**src/rtl/tmr_pkg.sv**
```systemverilog
package tmr_pkg;
   typedef enum logic [1:0] {
      MD_13     = 2'd0,
      MD_16     = 2'd1,
      MD_RELOAD = 2'd2,
      MD_SPLIT  = 2'd3
   } tmr_mode_e;

   typedef struct packed {
      logic      gate_en;
      logic      src_pin;
      tmr_mode_e mode;
   } chan_cfg_t;

   localparam int CFG_BITS = $bits(chan_cfg_t);

   localparam logic [2:0] A_CFG  = 3'd0;
   localparam logic [2:0] A_CTRL = 3'd1;
   localparam logic [2:0] A_LO0  = 3'd2;
   localparam logic [2:0] A_HI0  = 3'd3;
   localparam logic [2:0] A_LO1  = 3'd4;
   localparam logic [2:0] A_HI1  = 3'd5;
endpackage

```
**src/rtl/tmr_edge_sync.sv**
```systemverilog
module tmr_edge_sync #(
   parameter int STAGES = 2
) (
   input  logic clk,
   input  logic rst_n,
   input  logic pin,
   output logic fall
);
   initial begin
      assert (STAGES >= 2) else $fatal(1, "tmr_edge_sync: STAGES must be at least 2");
   end

   logic [STAGES:0] chain_q;

   always_ff @(posedge clk) begin
      if (!rst_n) chain_q <= '0;
      else        chain_q <= {chain_q[STAGES-1:0], pin};
   end

   // a 1-to-0 step seen between the last synchronizer stage and its history flop
   assign fall = chain_q[STAGES] & ~chain_q[STAGES-1];

   // one falling transition yields exactly one event
   p_single_event_r8: assert property (@(posedge clk) disable iff (!rst_n)
      fall |=> !fall);
endmodule

```
**src/rtl/tmr_chan.sv**
```systemverilog
module tmr_chan
   import tmr_pkg::*;
#(
   parameter int BYTE_W   = 8,
   parameter int PRE_W    = 5,
   parameter bit SPLIT_OK = 1'b0
) (
   input  logic              clk,
   input  logic              rst_n,
   input  tmr_mode_e         mode,
   input  logic              inc_main,
   input  logic              inc_hi,
   input  logic              wr_lo,
   input  logic              wr_hi,
   input  logic [BYTE_W-1:0] wdata,
   output logic [BYTE_W-1:0] lo,
   output logic [BYTE_W-1:0] hi,
   output logic              ovf_main,
   output logic              ovf_hi
);
   localparam int W_SHORT = BYTE_W + PRE_W;
   localparam int W_FULL  = 2 * BYTE_W;

   initial begin
      assert (PRE_W > 0 && PRE_W < BYTE_W) else $fatal(1, "tmr_chan: PRE_W must lie in 1..BYTE_W-1");
   end

   logic              split;
   logic [BYTE_W-1:0] lo_n, hi_n;
   logic [W_SHORT-1:0] cur_short, nxt_short;
   logic [W_FULL-1:0]  nxt_full;
   logic              blk_main;

   generate
      if (SPLIT_OK) begin : g_split
         assign split = (mode == MD_SPLIT);
      end else begin : g_nosplit
         assign split = 1'b0;
      end
   endgenerate

   assign cur_short = {hi, lo[PRE_W-1:0]};
   assign nxt_short = cur_short + 1'b1;
   assign nxt_full  = {hi, lo} + 1'b1;
   assign blk_main  = split ? wr_lo : (wr_lo | wr_hi);

   always_comb begin
      lo_n     = lo;
      hi_n     = hi;
      ovf_main = 1'b0;
      ovf_hi   = 1'b0;
      if (inc_main && !blk_main) begin
         unique case (mode)
            MD_13: begin
               hi_n              = nxt_short[W_SHORT-1:PRE_W];
               lo_n[PRE_W-1:0]   = nxt_short[PRE_W-1:0];
               ovf_main          = &cur_short;
            end
            MD_16: begin
               {hi_n, lo_n} = nxt_full;
               ovf_main     = &{hi, lo};
            end
            MD_RELOAD: begin
               if (&lo) begin
                  lo_n     = hi;
                  ovf_main = 1'b1;
               end else begin
                  lo_n = lo + 1'b1;
               end
            end
            MD_SPLIT: begin
               if (split) begin
                  lo_n     = lo + 1'b1;
                  ovf_main = &lo;
               end
            end
            default: ;
         endcase
      end
      if (split && inc_hi && !wr_hi) begin
         hi_n   = hi + 1'b1;
         ovf_hi = &hi;
      end
      if (wr_lo) lo_n = wdata;
      if (wr_hi) hi_n = wdata;
   end

   always_ff @(posedge clk) begin
      if (!rst_n) begin
         lo <= '0;
         hi <= '0;
      end else begin
         lo <= lo_n;
         hi <= hi_n;
      end
   end

   // no event and no write leaves both bytes untouched
   p_hold_idle_r2: assert property (@(posedge clk) disable iff (!rst_n)
      (!inc_main && !inc_hi && !wr_lo && !wr_hi) |=> ($stable(lo) && $stable(hi)));

   // the unused low-byte bits never move in the short mode
   p_top_bits_r4: assert property (@(posedge clk) disable iff (!rst_n)
      (mode == MD_13 && !wr_lo) |=> (lo[BYTE_W-1:PRE_W] == $past(lo[BYTE_W-1:PRE_W])));

   // reload copies high into low and keeps high
   p_reload_r5: assert property (@(posedge clk) disable iff (!rst_n)
      (mode == MD_RELOAD && inc_main && !wr_lo && !wr_hi && (&lo)) |=> ((lo == $past(hi)) && $stable(hi)));

   // a bus write always lands, regardless of counting
   p_wr_wins_r11: assert property (@(posedge clk) disable iff (!rst_n)
      wr_lo |=> (lo == $past(wdata)));
endmodule

```
**src/rtl/dual_tmr_ctr.sv**
```systemverilog
module dual_tmr_ctr
   import tmr_pkg::*;
#(
   parameter int BYTE_W      = 8,
   parameter int PRE_W       = 5,
   parameter int SYNC_STAGES = 2
) (
   input  logic              clk,
   input  logic              rst_n,
   input  logic              tick,
   input  logic [1:0]        cnt_pin,
   input  logic [1:0]        gate_pin,
   input  logic [2:0]        bus_addr,
   input  logic              bus_wr,
   input  logic [BYTE_W-1:0] bus_wdata,
   output logic [BYTE_W-1:0] bus_rdata,
   output logic [1:0]        ovf_flag
);
   localparam int NUM_CH = 2;

   initial begin
      assert (BYTE_W >= 2 * CFG_BITS) else $fatal(1, "dual_tmr_ctr: BYTE_W too narrow for the configuration register");
   end

   logic [2*CFG_BITS-1:0] cfg_q;
   logic [NUM_CH-1:0]     run_q, flag_q, flag_n;
   chan_cfg_t             cfg [NUM_CH];

   logic [BYTE_W-1:0] lo_q [NUM_CH];
   logic [BYTE_W-1:0] hi_q [NUM_CH];
   logic [NUM_CH-1:0] fall, qual, event_sel, inc_main, inc_hi, wr_lo, wr_hi, ovf_main, ovf_hi;
   logic              split0, wr_cfg, wr_ctrl, flag1_src;

   assign wr_cfg  = bus_wr && (bus_addr == A_CFG);
   assign wr_ctrl = bus_wr && (bus_addr == A_CTRL);
   assign split0  = (cfg[0].mode == MD_SPLIT);

   genvar gi;
   generate
      for (gi = 0; gi < NUM_CH; gi++) begin : g_ch
         assign cfg[gi]       = chan_cfg_t'(cfg_q[gi*CFG_BITS +: CFG_BITS]);
         assign qual[gi]      = run_q[gi] & (~cfg[gi].gate_en | gate_pin[gi]);
         assign event_sel[gi] = cfg[gi].src_pin ? fall[gi] : tick;
         assign wr_lo[gi]     = bus_wr && (bus_addr == A_LO0 + 3'(2 * gi));
         assign wr_hi[gi]     = bus_wr && (bus_addr == A_HI0 + 3'(2 * gi));

         tmr_edge_sync #(.STAGES(SYNC_STAGES)) u_sync (
            .clk  (clk),
            .rst_n(rst_n),
            .pin  (cnt_pin[gi]),
            .fall (fall[gi])
         );

         tmr_chan #(.BYTE_W(BYTE_W), .PRE_W(PRE_W), .SPLIT_OK(gi == 0)) u_chan (
            .clk     (clk),
            .rst_n   (rst_n),
            .mode    (cfg[gi].mode),
            .inc_main(inc_main[gi]),
            .inc_hi  (inc_hi[gi]),
            .wr_lo   (wr_lo[gi]),
            .wr_hi   (wr_hi[gi]),
            .wdata   (bus_wdata),
            .lo      (lo_q[gi]),
            .hi      (hi_q[gi]),
            .ovf_main(ovf_main[gi]),
            .ovf_hi  (ovf_hi[gi])
         );
      end
   endgenerate

   // channel 1 freezes in its own split mode; channel 0's high byte borrows run 1
   assign inc_main[0] = qual[0] & event_sel[0];
   assign inc_main[1] = qual[1] & event_sel[1] & (cfg[1].mode != MD_SPLIT);
   assign inc_hi[0]   = run_q[1] & tick;
   assign inc_hi[1]   = 1'b0;

   assign flag1_src = split0 ? (|ovf_hi) : ovf_main[1];

   always_comb begin
      flag_n[0] = wr_ctrl ? bus_wdata[1] : flag_q[0];
      flag_n[1] = wr_ctrl ? bus_wdata[3] : flag_q[1];
      if (ovf_main[0]) flag_n[0] = 1'b1;
      if (flag1_src)   flag_n[1] = 1'b1;
   end

   always_ff @(posedge clk) begin
      if (!rst_n) begin
         cfg_q  <= '0;
         run_q  <= '0;
         flag_q <= '0;
      end else begin
         if (wr_cfg)  cfg_q <= bus_wdata[2*CFG_BITS-1:0];
         if (wr_ctrl) run_q <= {bus_wdata[2], bus_wdata[0]};
         flag_q <= flag_n;
      end
   end

   always_comb begin
      bus_rdata = '0;
      unique case (bus_addr)
         A_CFG:   bus_rdata[2*CFG_BITS-1:0] = cfg_q;
         A_CTRL:  bus_rdata[3:0] = {flag_q[1], run_q[1], flag_q[0], run_q[0]};
         A_LO0:   bus_rdata = lo_q[0];
         A_HI0:   bus_rdata = hi_q[0];
         A_LO1:   bus_rdata = lo_q[1];
         A_HI1:   bus_rdata = hi_q[1];
         default: bus_rdata = '0;
      endcase
   end

   assign ovf_flag = flag_q;

   // a counted overflow is visible on the flag output next cycle
   p_flag_set_r9: assert property (@(posedge clk) disable iff (!rst_n)
      ovf_main[0] |=> ovf_flag[0]);

   // channel 1 in its split mode never moves except by bus writes
   p_ch1_frozen_r6: assert property (@(posedge clk) disable iff (!rst_n)
      (cfg[1].mode == MD_SPLIT && !wr_lo[1] && !wr_hi[1]) |=> ($stable(lo_q[1]) && $stable(hi_q[1])));

   // with channel 0 split, channel 1's own wrap does not raise flag 1
   p_no_borrowed_flag_r10: assert property (@(posedge clk) disable iff (!rst_n)
      (split0 && !ovf_hi[0] && !flag_q[1] && !wr_ctrl) |=> !ovf_flag[1]);
endmodule

```
**config.mk**
```make
export PLATFORM = sky130hd
export DESIGN_NAME = dual_tmr_ctr
export DESIGN_NICKNAME = d
export VERILOG_FILES = /design/src/rtl/tmr_pkg.sv /design/src/rtl/tmr_edge_sync.sv /design/src/rtl/tmr_chan.sv /design/src/rtl/dual_tmr_ctr.sv
export SDC_FILE = /design/constraint.sdc
export NUM_CORES = 1
export LEC_CHECK = 0
export BUFFER_PORTS_ARGS = -buffer_cell sky130_fd_sc_hd__clkbuf_2
export CORE_MARGIN = 8
export CORE_UTILIZATION = 55
export DETAILED_ROUTE_END_ITERATION = 7
export MAX_ROUTING_LAYER = met4
export PLACE_DENSITY_LB_ADDON = 0.05
export SLEW_MARGIN = 20
export SYNTH_ARGS = -nofsm -noshare
export SYNTH_HDL_FRONTEND = slang
export SYNTH_SLANG_ARGS = --single-unit
```
**constraint.sdc**
```tcl
create_clock -name clk -period 2.5 [get_ports clk]
set_input_delay 0.125 -clock clk [delete_from_list [all_inputs] [get_ports clk]]
set_output_delay 0.125 -clock clk [all_outputs]
set_load 0.02 [all_outputs]
```
# Yosys cells after proc, flatten, opt, wreduce, memory -nomap -nowiden
# Cells that the tools add are included.
word_totals:
  reg_bits: 50
  output_inout_bits: 10
classes:
  addsub: 7
  eq_ne: 13
  muxes: 34
  n_bitwise: 16
  n_reduce_logical: 38
ops:
  columns: ["op", "count"]
  rows:
  - ["$mux W8", 11]
  - ["$add A16 B1 Y16 const B", 2]
  - ["$pmux W8 S2", 2]
  - ["$reduce_and A16 Y1", 2]
  - ["$add A13 B1 Y13 const B", 2]
  - ["$reduce_and A13 Y1", 2]
  - ["$add A8 B1 Y8 const B", 3]
  - ["$pmux W4 S6", 1]
  - ["$reduce_and A8 Y1", 3]
  - ["$pmux W4 S5", 1]
  - ["$pmux W5 S4", 1]
  - ["$pmux W5 S3", 1]
  - ["$mux W1", 13]
  - ["$logic_and A1 B1 Y1", 10]
  - ["$reduce_and A2 Y1", 5]
  - ["$reduce_bool A2 Y1", 5]
  - ["$pmux W3 S3", 1]
  - ["$reduce_bool A3 Y1", 3]
  - ["$and A1 B1 Y1", 8]
  - ["$eq A2 B2 Y1 const B", 4]
  - ["$pmux W1 S4", 2]
  - ["$reduce_bool A4 Y1", 2]
  - ["$eq A3 B2 Y1 const B", 2]
  - ["$eq A3 B3 Y1 const B", 2]
  - ["other kinds (10)", 20]

# Longest topological paths before layout
depth:
  word_depth: 9
  ltp_mapped: 7
  ltp_nobuf: 7

# Hierarchy
# A second synthesis with hierarchy kept.
unflattened:
  cells_unflattened: 457
  hier_area_um2: 3642.2
modules_own_cells:
  columns: ["module", "n_inst", "cells_each", "area_each_um2", "seq_area_each_um2"]
  rows:
  - ["tmr_chan (g_ch[0].u_chan)", 1, 168, 1280.0, 320.3]
  - ["tmr_chan (g_ch[1].u_chan)", 1, 154, 1182.4, 320.3]
  - ["dual_tmr_ctr", 1, 121, 1002.2, 240.2]
  - ["tmr_edge_sync", 2, 7, 88.8, 60.1]

# Least setup slack after synthesis
# Ideal clock, no wire load.
synth_timing:
  path_kind: "reg-to-reg"
  start: "reg cfg_q[0]"
  end: "reg g_ch[0].u_chan.hi[7]"
  setup_ps: 74
  t_arrival_ps: 1845
  required_time_ps: 2426
  slack_ps: 581
  path_stages_with_launch: 8
  period_less_slack_ps: 1919
  path_cell_list: "dfxtp_1 ha_1 buf_2 nand3_1 nor2_1 o31ai_1 or4_1 a31oi_1"
synth_via:
  elab_chain_cells: 6
  word_cells_on_any_way: 15
  cone_classes: "eq/ne: 2; mux: 5; reduce/logical: 8"
synth_rtl:
  columns: ["item", "line", "rtl"]
  rows:
  - ["from (decl)", "dual_tmr_ctr.sv:25", "logic [2*CFG_BITS-1:0] cfg_q;"]
  - ["from (signal assigned)", "dual_tmr_ctr.sv:92", "if (wr_cfg) cfg_q <= bus_wdata[2*CFG_BITS-1:0];"]
  - ["$eq A2 B2 Y1", "tmr_chan.sv:36", "assign split = (mode == MD_SPLIT);"]
  - ["$mux W1", "tmr_chan.sv:45", "assign blk_main = split ? wr_lo : (wr_lo | wr_hi);"]
  - ["$logic_not A1 Y1", "tmr_chan.sv:52", "if (inc_main && !blk_main) begin"]
  - ["$logic_and A1 B1 Y1", "tmr_chan.sv:52", null]
  - ["$reduce_bool A3 Y1 (no source line)", null, null]
  - ["$reduce_and A2 Y1 (no source line)", null, null]
  - ["to (signal assigned)", "tmr_chan.sv:94", "hi <= hi_n;"]
  - ["to (decl)", "tmr_chan.sv:17", "output logic [BYTE_W-1:0] hi,"]
# Several ways; a longest one is shown, not always the timed one. The select of a mux whose other input is x is not followed.
# A chain may end at the register's enable or synchronous reset.

# Worst setup path in the final report
layout_timing:
  start: "reg cfg_q[1]"
  end: "reg g_ch[0].u_chan.hi[7]"
# Same word-level chain as after synthesis.

==> results.py <==
metrics = {
    "outcome": {
        "status": "completed",
    },
    "critical_path": {
        "critical_path_class": "reg -> reg",
        "crit_start": "cfg_q[1]",
        "crit_fanout": 6,
        "r2r_start": "cfg_q[1]",
        "worstPathRequired_ps": 2750,
        "cp-start-kind": "flop",
        "critPathCaptureType": "flop",
        "worstPathArrival_ps": 2560,
    },
    "clock_tree": {
        "cts_tree": "done",
        "cts_sinks": 50,
        "cts_buffers": 5,
        "root_buffer": "clkbuf_8",
        "cts_resized": 0,
        "clk_latency_ps": 320,
        "h-tree-depth": 2,
        "path_clk_slew_ps": 110,
        "cts_setup_buffers": 0,
        "hold_buffers": 2,
        "clk_path_buf_depth": 2,
    },
    "global_route": {
        "grt_start_max_net_pins": 29,
        "grt_pass1_wl_microns": 18800,
        "grt_pass1_vias": 3606,
        "antenna_found_initial": 0,
        "overflow": 0,
        "grt_use_total_pct": 27.3,
    },
    "yosys": {
        "ys_seq_elements": 50,
        "synth_top_cell_by_area": "dfxtp_1",
        "yosysSeqAreaShare_pct": 28.2,
        "yosysWarnings": 0,
        "ys_types": 66,
        "ys.flop_type": "dfxtp_1",
        "syn-cell-area_sq_um": 3550,
        "synth_area_leaders": "dfxtp_1 (28%), nand2_1 (5.6%), ha_1 (4.6%), a21oi_1 (4.5%), o21ai_0 (4.5%)",
        "synth_cells": 459,
        "syn-num-nets": 491,
        "async_reset_ff_share_pct": 0,
        "synth_edf_count": 0,
        "syn_area_per_cell_sq_um": 7.74,
        "synth_top_area_share_pct": 28.2,
    },
    "sta": {
        "worstMarginPinSlew_ps": 705,
        "timing.final.crit_share_pct": 92.5,
        "final-max-slew-violation-count": 0,
        "fmax_mhz": 432,
        "fin_worst_skew_ps": 7.52,
        "finalCriticalPeriod_ps": 2310,
        "finalHoldViolCount": 0,
        "setup_tns_ps": 0,
        "rsz0062_at_grt": "no",
        "relSlewSlack_pct": 52.6,
        "setup_viol_count_final": 0,
    },
    "power": {
        "p_total_mw": 1.59,
        "p_leak_nw": 1.37,
        "p_per_area_nw_per_um2": 409,
        "ir_drop_mv": 0.254,
    },
    "placed_design": {
        "place_congestion": 0.987,
        "hpwl_microns": 8770,
        "placed_area_sq_um": 3770,
        "io_buffer_count": 28,
        "dp_cells": 551,
    },
    "final_layout": {
        "drive_gt1_share_pct": 13.0,
        "post-route-cell-area_sq_um": 3890,
        "fin_util_pct": 61.6,
        "fin_cells": 561,
        "antenna_cells": 0,
        "num-fill-cells": 612,
        "layout.nets": 515,
        "area_growth_pct": 9.40,
    },
    "route": {
        "viasPerCell": 6.82,
        "num_vias": 3827,
        "drtIter0Drc": 333,
        "route.detailed.drc": 0,
        "drt-total-wl_microns": 11900,
        "first_pass_iters": 5,
        "antenna_left": 0,
        "wl_per_cell_microns": 21.2,
    },
    "die": {
        "initial_core_util_pct": 56.3,
        "rows": 29,
        "die_x_microns": 96.4,
        "fp.dieH_microns": 96.4,
        "coreArea_sq_um": 6310,
        "io_pins": 29,
        "dieArea_sq_um": 9290,
    },
    "run": {
        "cap_violations": 0,
    },
    "worst_hold_path": {
        "hp-class": "in -> reg",
        "holdCritStartpoint": "bus_wdata[4]",
    },
}
sequential cells by signal, summed over array words and instances, names as in the netlist:
signal / count
cfg_q: 8
g_ch.u_chan.lo: 16
g_ch.u_chan.hi: 16
g_ch.u_sync.chain_q: 6
run_q: 2
ovf_flag: 2
cell usage in the layout (no fill, tap or decap), types with 3 or more instances in the layout:
cell type,count
nor3_1,14
inv_1,17
nand3_1,26
clkbuf_8,5
mux2_2,3
nand2_1,53
xnor2_1,5
or3_1,3
o221ai_1,5
dfxtp_1,50
nand2b_1,5
a31oi_1,9
xor2_1,4
a22oi_1,10
nor2b_1,6
a32oi_1,6
o21a_1,4
mux2i_1,10
nand4_1,7
a21oi_1,32
a211oi_1,8
and4_1,5
and2_1,9
o21ai_0,32
nor2_1,25
o211ai_1,3
a221oi_1,5
ha_1,13
and3_1,9
clkbuf_2,28
buf_4,13
o31ai_1,3
o22ai_1,7
per-stage QoR:
stage	setup slack [ps]	hold WS (ps)
5_1_grt	53.0	144
6_report	188	150
3_5_place_dp	228	335
4_1_cts	192	145
2_1_floorplan	581	252
3_3_place_gp	395	334
where the power goes:
part           internal (mW)  switching (mW)
sequential             0.817          0.0293
clock                  0.208           0.329
combinational         0.0728           0.133
total                   1.10           0.491
logic make-up (layout without fill, tap and decap cells):
logic type,after synthesis,count (layout),share of synthesized area (%)
AOI/OAI and AO/OA,152,152,29.4
xor gates and xnor gates,9,9,2.22
adders and majority gates,13,13,4.58
buffers and inverters,44,69,5.21
DFF,50,50,28.2
muxes,15,15,5.04
and+or+nand+nor,176,176,25.4
path summary, 6_finish.rpt:
kind | endpoint | slack (ps) | depth (start not counted)
min | cfg_q[4] | 150 | 3
max reg2reg | g_ch[0].u_chan.hi[7] | 190 | 7
min reg2reg | g_ch[0].u_sync.chain_q[1] | 450 | 1
max | g_ch[0].u_chan.hi[7] | 190 | 7
critical path, cell delays in order (launching register included):
cell,delay (ps)
dfxtp_1,370
inv_1,110
ha_1,290
nand4_1,170
nor3_1,350
o31ai_1,240
or4_1,510
a31oi_1,180
layout make-up:
type | count | area (sq um) | share of cell area (%)
timing repair buffer | 43 | 258 | 6.63
clock inverter | 3 | 28.8 | 0.740
multi-input combinational | 365 | 2370 | 60.9
clock buffer | 5 | 68.8 | 1.77
sequential | 50 | 1000 | 25.7
inverter | 18 | 67.6 | 1.74
tap | 77 | 96.3 | 2.48
cell usage after synthesis (4+ instances only):
library cell  instances
nand2_1              53
o21ai_0              32
nand3_1              26
nand2b_1              5
o22ai_1               7
xnor2_1               5
ha_1                 13
nand4_1               7
nor2_1               25
clkbuf_1             17
dfxtp_1              50
a32oi_1               6
nor2b_1               6
and4_1                5
mux2i_1              10
a21oi_1              32
and2_1                9
nor3_1               14
and3_1                9
a221oi_1              5
o21a_1                4
o221ai_1              5
inv_1                17
xor2_1                4
a31oi_1               9
buf_2                 4
a211oi_1              8
a22oi_1              10
routing by layer:
layer / share of wire, % / track usage, % / up-vias / wire (microns)
met1: 40 / 32.2 / 1802 / 4730
met3: 8.4 / 4.33 / 45 / 995
li1: - / - / 1795 / -
met5: 0 / - / - / 0
met2: 47 / 43.7 / 185 / 5570
met4: 4.9 / 14.9 / 0 / 580
Note: power is estimated with default switching activity, not from simulation.
